$ cat src/rtl/hwl_pkg.sv
package hwl_pkg;

    localparam int ACT_W     = 8;
    localparam int WGT_W     = 4;
    localparam int DEF_N_IN  = 8;
    localparam int DEF_N_OUT = 4;
    localparam int DEF_SHIFT = 3;

    typedef logic signed [ACT_W-1:0] act_t;
    typedef logic signed [WGT_W-1:0] wgt_t;

    // one signed-digit term: +/- (act << sh)
    typedef struct packed {
        logic       en;
        logic       neg;
        logic [1:0] sh;
    } term_t;

    // a 4-bit weight recoded into at most two terms
    typedef struct packed {
        term_t hi;
        term_t lo;
    } csd_t;

    function automatic int acc_width(input int n);
        return ACT_W + WGT_W + $clog2(n);
    endfunction

    // the frozen weight matrix, computed rather than tabulated
    function automatic wgt_t weight_of(input int o, input int i);
        int v;
        v = ((o * 5 + i * 3 + o * i) % 16) - 8;
        return wgt_t'(v);
    endfunction

    function automatic term_t mk_term(input logic neg, input int sh);
        term_t t;
        t.en  = 1'b1;
        t.neg = neg;
        t.sh  = 2'(sh);
        return t;
    endfunction

    // signed-digit recoding of a weight in -8..7
    function automatic csd_t csd_of(input wgt_t w);
        csd_t c;
        int   m;
        logic sgn;
        sgn = w[WGT_W-1];
        m   = sgn ? -int'(w) : int'(w);
        c   = '0;
        case (m)
            1: c.lo = mk_term(1'b0, 0);
            2: c.lo = mk_term(1'b0, 1);
            3: begin c.hi = mk_term(1'b0, 2); c.lo = mk_term(1'b1, 0); end
            4: c.lo = mk_term(1'b0, 2);
            5: begin c.hi = mk_term(1'b0, 2); c.lo = mk_term(1'b0, 0); end
            6: begin c.hi = mk_term(1'b0, 3); c.lo = mk_term(1'b1, 1); end
            7: begin c.hi = mk_term(1'b0, 3); c.lo = mk_term(1'b1, 0); end
            8: c.lo = mk_term(1'b0, 3);
            default: c = '0;
        endcase
        if (sgn) begin
            c.hi.neg = c.hi.en & ~c.hi.neg;
            c.lo.neg = c.lo.en & ~c.lo.neg;
        end
        return c;
    endfunction

    function automatic logic has_terms(input csd_t c);
        return c.hi.en | c.lo.en;
    endfunction

endpackage

$ cat src/rtl/hwl_csd_mul.sv
module hwl_csd_mul
    import hwl_pkg::*;
#(
    parameter int   W_OUT = 15,
    parameter csd_t CSD   = '0
) (
    input  logic                    clk,
    input  logic                    en,
    input  act_t                    act,
    output logic signed [W_OUT-1:0] prod
);

    logic signed [W_OUT-1:0] ext;
    logic signed [W_OUT-1:0] t_hi;
    logic signed [W_OUT-1:0] t_lo;

    assign ext = {{(W_OUT-ACT_W){act[ACT_W-1]}}, act};

    if (CSD.hi.en) begin : g_hi
        if (CSD.hi.neg) begin : g_neg
            assign t_hi = -(ext <<< CSD.hi.sh);
        end else begin : g_pos
            assign t_hi = ext <<< CSD.hi.sh;
        end
    end else begin : g_hi_off
        assign t_hi = '0;
    end

    if (CSD.lo.en) begin : g_lo
        if (CSD.lo.neg) begin : g_neg
            assign t_lo = -(ext <<< CSD.lo.sh);
        end else begin : g_pos
            assign t_lo = ext <<< CSD.lo.sh;
        end
    end else begin : g_lo_off
        assign t_lo = '0;
    end

    always_ff @(posedge clk) begin
        if (en) begin
            prod <= t_hi + t_lo;
        end
    end

endmodule

$ cat src/rtl/hwl_add_tree.sv
module hwl_add_tree #(
    parameter int N = 8,
    parameter int W = 15
) (
    input  logic                clk,
    input  logic                en,
    input  logic signed [W-1:0] leaf [N],
    output logic signed [W-1:0] root
);

    localparam int LEV = $clog2(N);
    localparam int P2  = 1 << LEV;

    // heap view: 1..P2-1 are registered sums, P2..2*P2-1 are leaves
    logic signed [W-1:0] nd [1:P2-1];
    logic signed [W-1:0] hp [1:2*P2-1];

    for (genvar k = 1; k < P2; k++) begin : g_inner
        assign hp[k] = nd[k];
    end

    for (genvar j = 0; j < P2; j++) begin : g_leaf
        if (j < N) begin : g_used
            assign hp[P2+j] = leaf[j];
        end else begin : g_pad
            assign hp[P2+j] = '0;
        end
    end

    always_ff @(posedge clk) begin
        if (en) begin
            for (int k = 1; k < P2; k++) begin
                nd[k] <= hp[2*k] + hp[2*k+1];
            end
        end
    end

    assign root = nd[1];

endmodule

$ cat src/rtl/hwl_requant.sv
module hwl_requant
    import hwl_pkg::*;
#(
    parameter int W_IN  = 15,
    parameter int SHIFT = 3
) (
    input  logic                   clk,
    input  logic                   en,
    input  logic signed [W_IN-1:0] acc,
    output act_t                   q
);

    localparam logic signed [W_IN:0] HI_LIM = (W_IN+1)'(127);
    localparam logic signed [W_IN:0] LO_LIM = (W_IN+1)'(-128);

    logic signed [W_IN:0] wide;
    logic signed [W_IN:0] scaled;
    act_t                 sat;

    assign wide = {acc[W_IN-1], acc};

    if (SHIFT > 0) begin : g_round
        localparam logic signed [W_IN:0] HALF = (W_IN+1)'(1) <<< (SHIFT-1);
        assign scaled = (wide + HALF) >>> SHIFT;
    end else begin : g_pass
        assign scaled = wide;
    end

    always_comb begin
        if (scaled > HI_LIM) begin
            sat = 8'sh7f;
        end else if (scaled < LO_LIM) begin
            sat = 8'sh80;
        end else begin
            sat = scaled[ACT_W-1:0];
        end
    end

    always_ff @(posedge clk) begin
        if (en) begin
            q <= sat;
        end
    end

endmodule

$ cat src/rtl/hwl_linear_top.sv
module hwl_linear_top
    import hwl_pkg::*;
#(
    parameter int N_IN  = DEF_N_IN,
    parameter int N_OUT = DEF_N_OUT,
    parameter int SHIFT = DEF_SHIFT
) (
    input  logic                   clk,
    input  logic                   rst,
    input  logic                   in_valid,
    output logic                   in_ready,
    input  logic [N_IN*ACT_W-1:0]  in_data,
    output logic                   out_valid,
    input  logic                   out_ready,
    output logic [N_OUT*ACT_W-1:0] out_data
);

    localparam int ACC_W  = acc_width(N_IN);
    localparam int LEVELS = $clog2(N_IN);
    localparam int LAT    = LEVELS + 2;

    logic           adv;
    logic [LAT-1:0] vld;
    act_t           act [N_IN];

    // one global advance: the whole pipeline moves or freezes together
    assign adv       = out_ready | ~out_valid;
    assign in_ready  = adv;
    assign out_valid = vld[LAT-1];

    always_ff @(posedge clk) begin
        if (rst) begin
            vld <= '0;
        end else if (adv) begin
            vld <= {vld[LAT-2:0], in_valid};
        end
    end

    for (genvar i = 0; i < N_IN; i++) begin : g_act
        assign act[i] = in_data[i*ACT_W +: ACT_W];
    end

    for (genvar o = 0; o < N_OUT; o++) begin : g_row
        logic signed [ACC_W-1:0] leaf [N_IN];
        logic signed [ACC_W-1:0] sum;
        act_t                    q;

        for (genvar i = 0; i < N_IN; i++) begin : g_col
            localparam csd_t C = csd_of(weight_of(o, i));
            if (has_terms(C)) begin : g_mul
                hwl_csd_mul #(
                    .W_OUT (ACC_W),
                    .CSD   (C)
                ) u_mul (
                    .clk  (clk),
                    .en   (adv),
                    .act  (act[i]),
                    .prod (leaf[i])
                );
            end else begin : g_zero
                assign leaf[i] = '0;
            end
        end

        hwl_add_tree #(
            .N (N_IN),
            .W (ACC_W)
        ) u_tree (
            .clk  (clk),
            .en   (adv),
            .leaf (leaf),
            .root (sum)
        );

        hwl_requant #(
            .W_IN  (ACC_W),
            .SHIFT (SHIFT)
        ) u_rq (
            .clk (clk),
            .en  (adv),
            .acc (sum),
            .q   (q)
        );

        assign out_data[o*ACT_W +: ACT_W] = q;
    end

endmodule

$ cat config.mk
export PLATFORM = sky130hd
export DESIGN_NAME = hwl_linear_top
export DESIGN_NICKNAME = d
export VERILOG_FILES = /design/src/rtl/hwl_pkg.sv /design/src/rtl/hwl_csd_mul.sv /design/src/rtl/hwl_add_tree.sv /design/src/rtl/hwl_requant.sv /design/src/rtl/hwl_linear_top.sv
export SDC_FILE = /design/constraint.sdc
export NUM_CORES = 1
export LEC_CHECK = 0
export BUFFER_PORTS_ARGS = -buffer_cell sky130_fd_sc_hd__buf_2
export CAP_MARGIN = 20
export CORE_UTILIZATION = 40
export DETAILED_ROUTE_END_ITERATION = 10
export GPL_ROUTABILITY_DRIVEN = 0
export PLACE_DENSITY = 0.59
export SLEW_MARGIN = 5
export SYNTH_ARGS = -nofsm -noshare
export SYNTH_HDL_FRONTEND = slang
export SYNTH_SLANG_ARGS = --single-unit
$ cat constraint.sdc
create_clock -name clk -period 31 [get_ports clk]
set_input_delay 6.2 -clock clk [delete_from_list [all_inputs] [get_ports clk]]
set_output_delay 6.2 -clock clk [all_outputs]
set_load 0.01 [all_outputs]
Word level (Yosys, flattened, before mapping)
Memory sizes are Yosys's and may differ from the RTL's.
Cells that the tools add are included.
Storage, ports and cells
  register bits: 430
  memory bits (writable): 420
  bits of input ports: 68
  output and inout port bits: 34
  logic and storage cells: 123
  memories kept: 4
Memory list
  g_row[0].u_tree.nd: depth 7, width 15, rd ports 7, clocked after memory_dff 0, write ports 7, line hwl_add_tree.sv:15  | logic signed [W-1:0] nd [1:P2-1];
  g_row[1].u_tree.nd: depth 7, width 15, rd ports 7, clocked after memory_dff 0, write ports 7, line hwl_add_tree.sv:15
  g_row[2].u_tree.nd: depth 7, width 15, rd ports 7, clocked after memory_dff 0, write ports 7, line hwl_add_tree.sv:15
  g_row[3].u_tree.nd: depth 7, width 15, rd ports 7, clocked after memory_dff 0, write ports 7, line hwl_add_tree.sv:15
Cells by class
  $add $sub $neg: 69
  magnitude comparators: 8
  muxes and demuxes: 6
  bitwise logic cells: 2
Operator list (number)
  adder 15 bit: 23
  adder 15 x 8 -> 15 bit: 11
  negator 10 -> 15 bit: 7
  negator 8 -> 15 bit: 6
  adder 15 x 4 -> 16 bit, second input constant: 4
  adder 11 x 15 -> 15 bit: 4
  negator 11 -> 15 bit: 4
  > comparator 13 x 8 -> 1 bit, second input constant: 4
  less-than comparator 13 x 8 -> 1 bit, second input constant: 4
  adder 10 x 8 -> 11 bit: 4
  two-way mux 8 bit: 4
  adder 10 x 15 -> 15 bit: 2
  negator 9 -> 15 bit: 2
  adder 15 x 9 -> 15 bit: 1
  adder 9 x 15 -> 15 bit: 1
  two-way mux 1 bit: 2
  NOT 1 bit: 1
  bitwise OR 1 bit: 1

Longest topological paths before layout
  word-level depth: 4
  depth in mapped cells: 15
  gate-level depth less buffers: 14

Cells and area by module
A second synthesis with hierarchy kept.
Second synthesis, totals
  cells, all modules: 4547
  area, all modules: 52878.2 sq um
Modules (own cells, without submodules)
  hwl_add_tree (g_row[0].u_tree ...): instances 3, cells each 659, area each 7430.9 sq um, seq. area each 3153.0 sq um
  hwl_add_tree (g_row[1].u_tree): instances 1, cells each 753, area each 7855.0 sq um, seq. area each 3153.0 sq um
  hwl_csd_mul (g_row[0].g_col[7].g_mul.u_mul ...): instances 4, cells each 55, area each 703.2 sq um, seq. area each 390.4 sq um
  hwl_csd_mul (g_row[1].g_col[2].g_mul.u_mul ...): instances 4, cells each 52, area each 646.9 sq um, seq. area each 330.3 sq um
  hwl_requant: instances 4, cells each 53, area each 569.3 sq um, seq. area each 240.2 sq um
  hwl_csd_mul (g_row[1].g_col[3].g_mul.u_mul ...): instances 3, cells each 56, area each 715.7 sq um, seq. area each 420.4 sq um
  hwl_csd_mul (g_row[2].g_col[5].g_mul.u_mul ...): instances 2, cells each 86, area each 1008.5 sq um, seq. area each 450.4 sq um
  hwl_csd_mul (g_row[0].g_col[5].g_mul.u_mul ...): instances 2, cells each 82, area each 929.6 sq um, seq. area each 450.4 sq um
  hwl_csd_mul (g_row[0].g_col[3].g_mul.u_mul ...): instances 5, cells each 15, area each 292.8 sq um, seq. area each 240.2 sq um
  hwl_csd_mul (g_row[0].g_col[1].g_mul.u_mul): instances 1, cells each 102, area each 1097.3 sq um, seq. area each 450.4 sq um
  hwl_csd_mul (g_row[3].g_col[0].g_mul.u_mul): instances 1, cells each 79, area each 915.9 sq um, seq. area each 450.4 sq um
  hwl_csd_mul (g_row[3].g_col[2].g_mul.u_mul): instances 1, cells each 80, area each 888.4 sq um, seq. area each 450.4 sq um
  hwl_csd_mul (g_row[2].g_col[4].g_mul.u_mul): instances 1, cells each 71, area each 824.5 sq um, seq. area each 420.4 sq um
  hwl_csd_mul (g_row[0].g_col[6].g_mul.u_mul): instances 1, cells each 57, area each 696.9 sq um, seq. area each 390.4 sq um
  6 more rows

Worst setup path after synthesis
OpenSTA, ideal clock, no wires.
  kind: input to output
  start: input out_ready
  end: output in_ready
  arrival time: 20.538 ns
  required time: 24.800 ns
  path slack: 4.262 ns
  stages: 2
  buffers on the path: 0
  cell sequence: nor2b_1 inv_1
Between the ends
  cells in the longest elaborated chain, start to end: 1
RTL lines
  start, declared: line hwl_linear_top.sv:14  | input logic out_ready,
  bitwise OR 1 bit: line hwl_linear_top.sv:27  | assign adv = out_ready | ~out_valid;
  end, declared: line hwl_linear_top.sv:11  | output logic in_ready,
No other way between the ends.

Worst setup path in the final report
Ends and elaborated chain as after synthesis.

==> impl_metrics.toml <==
[run_status]
status = "complete, no violations"

[global_route]
grt_pass1_wl_um = 158300
grt.total_usage_pct = 17.80
grt_overflow = 0
grt_pass1_vias = 28220
antenna_found_initial = 11
grt_max_degree = 201

[yosys]
ys_ff_latch = 739
synth-async-reset-ratio_pct = 0
synth.net_count = 4580
synth_area_leader_cell = "edfxtp_1"
synth_ff_type = "edfxtp_1"
syn_area_um2 = 45190
yosysTopAreaCellShare_pct = 48.77
synth_cells = 3957
seq_area_frac_synth_pct = 48.99
syn_avg_cell_area_um2 = 11.42
synth.distinct_cells = 79
synth-edff-count = 734
synth.area.top_cells = "edfxtp_1 (49%), ha_1 (14%), xnor2_1 (6.9%)"
synth_warnings = 0

[timing]
finalCriticalPeriod_ns = 13.95
rsz0062_at_grt = "no"
relSlewSlack_pct = 14.21
worstMarginPinSlew_ns = 1.287
hold_viol_final = 0
slew_violations = 0
fin_crit_sh_pct = 45.01
skew_ns = 0.03517
final.setup.tns_ns = 0
fmax_mhz = 71.67
finalSetupViolations = 0

[routing]
drc_errors = 0
firstDrtPassIters = 5
wl_per_cell_um = 18.10
via_per_inst = 5.144
drt-total-wl_um = 103000
vias = 29270
first_iter_violations = 1968
antenna_left = 0

[die]
ios = 102
die_y_um = 338.1
dieArea_um2 = 114300
initial_utilization_pct = 40.61
fp.dieW_um = 338.1
rows = 122
core-area_um2 = 111300

[critical_path]
startpoint_type = "input pin"
critPathArrivalTime_ns = 7.75
r2r-start = "vld[4]"
critPathRequiredTime_ns = 24.80
cp_max_fo = 102
cpPeakStageDelay_ns = 0.53
crit_path_end_kind = "primary output"
slowest_stage = "nor2b_1"
crit_family = "buffers and inverters"
cp_common_cell = "buf_2"
r2r_end = "g_row[2].g_col[3].g_mul.u_mul.prod[5]"
reg2reg_depth = 6
cp_cell_sequence = "buf_2 -> nor2b_1 -> inv_8 -> buf_2"
crit_buf_inv = 3
reg2reg_slack_ns = 27.09
crit_type = "input pin to primary output"

[place]
io_buffers = 101
placedInstanceArea_um2 = 47550
dp_cells = 5528
dp_hpwl_um = 80530

[clock_tree]
numCtsBuffers = 85
cts_sinks = 739
ctsHoldBuffers = 0
cts_tree = "built"
ctsResizeCount = 0
clk_pin_slew_ns = 0.06
cts_max_level = 3
clk_path_buf_depth = 3
root_buffer = "clkbuf_16"
clock_latency_ns = 0.67
post_cts_buffers = 0

[hold_path]
min_path_type = "register to register"
min_from = "g_row[2].g_col[7].g_mul.u_mul.prod[6]"
holdPathStages = 0
hold_end = "g_row[2].u_tree.nd[1][51]"

[final_layout]
multi_input_area_um2 = 21750
regArea_um2 = 22140
stdcell_count = 5691
num-fill-cells = 10230
drive_above_1_share_pct = 6.954
area_delta_synth_final_pct = 11.67
stdcell_area_um2 = 50470
layout.nets = 4751

[power]
p_leak_nw = 20.79
ir_worst_vdd_uv = 43.10
power_density_nw_per_um2 = 93.65

[flow_run]
drv_cap = 0
stage by stage:
stage	power, W	utilization (%)	hold slack (ns)	setup WS (ns)
final	0.004726	45.35	0.4199	17.05
after global routing	0.005054	45.35	0.4221	17.02
after CTS	0.004780	45.32	0.4176	17.13
after detailed placement	0.003725	42.73	0.4057	17.14
after global placement	0.003695	42.73	0.4063	17.16
after floorplan	0.003134	-	0.4003	4.262
placed cells by master (no fill, tap or decap), types with 101 or more instances in the layout:
cell type / count
inv_1: 319
a21oi_1: 283
o21ai_0: 222
ha_1: 518
xor2_1: 139
nand2_1: 162
xnor2_1: 357
buf_2: 101
edfxtp_1: 734
nor2_1: 313
layer usage:
metal	GRT usage, %	wire length, um	vias to the layer above
li1	-	-	14800
met1	25.21	49590	13840
met2	28.15	46000	482
met3	2.628	4975	143
met4	5.170	2427	6
met5	0	41	-
logic make-up (layout without fill, tap and decap cells):
family / after synthesis / count (layout) / share of synthesized area [%]
mux: 5 / 5 / 0.1107
other cells: 0 / 4 / 0
buf+inv: 346 / 588 / 2.893
simple gates: 876 / 876 / 9.172
xor+xnor: 497 / 497 / 9.673
compound gates: 938 / 938 / 13.16
flops: 739 / 739 / 48.99
fa+ha+maj: 556 / 556 / 16.00
power breakdown:
group | total (W) | internal [W] | switching (W)
registers | 0.00180 | 0.00160 | 0.000198
logic | 0.00190 | 0.000824 | 0.00107
clock network | 0.00103 | 0.000615 | 0.000419
total | 0.00473 | 0.00304 | 0.00169
area by class of cell:
| cell class | instances | area share, % |
|---|---|---|
| flip-flops and latches | 739 | 43.87 |
| inverters | 324 | 2.425 |
| repair buffers | 106 | 1.190 |
| clock inverters | 60 | 1.393 |
| clock buffers | 98 | 4.311 |
| multi-input cells | 2872 | 43.10 |
| diodes | 4 | 0.01983 |
| well taps | 1488 | 3.689 |
synth_stat cells, drive strengths merged (6+ instances only):
| cell type | count |
|---|---|
| clkbuf | 17 |
| and3 | 24 |
| a21oi | 284 |
| o21bai | 60 |
| o311ai | 13 |
| fa | 37 |
| a211oi | 21 |
| ha | 518 |
| nor3 | 90 |
| a21boi | 41 |
| xnor2 | 358 |
| o21ba | 15 |
| a221oi | 7 |
| a31oi | 19 |
| nor4 | 9 |
| nand2 | 162 |
| edfxtp | 734 |
| inv | 323 |
| o41ai | 14 |
| nor2b | 66 |
| o211ai | 23 |
| or2 | 6 |
| or3 | 8 |
| nand2b | 45 |
| a31o | 22 |
| xor2 | 139 |
| nor2 | 313 |
| or4 | 11 |
| a21o | 90 |
| o21ai | 223 |
| nand4 | 22 |
| o21a | 54 |
| and2 | 27 |
| nand3 | 76 |
flip-flops by register name, summed over array words and instances (netlist names):
name	cells
vld	5
g_row.u_rq.q	32
g_row.g_col.g_mul.u_mul.prod	306
g_row.u_tree.nd	396
worst max-delay path by stage:
stage | start | end | slack (ns) | cells past startpoint
3_5_place_dp | out_ready | in_ready | 17.14 | 4
3_3_place_gp | out_ready | in_ready | 17.16 | 4
4_1_cts | out_ready | in_ready | 17.13 | 4
2_1_floorplan | out_ready | in_ready | 4.26 | 2
5_1_grt | out_ready | in_ready | 17.02 | 4
6_report | out_ready | in_ready | 17.05 | 4
Power figures use the tool's default switching activity.
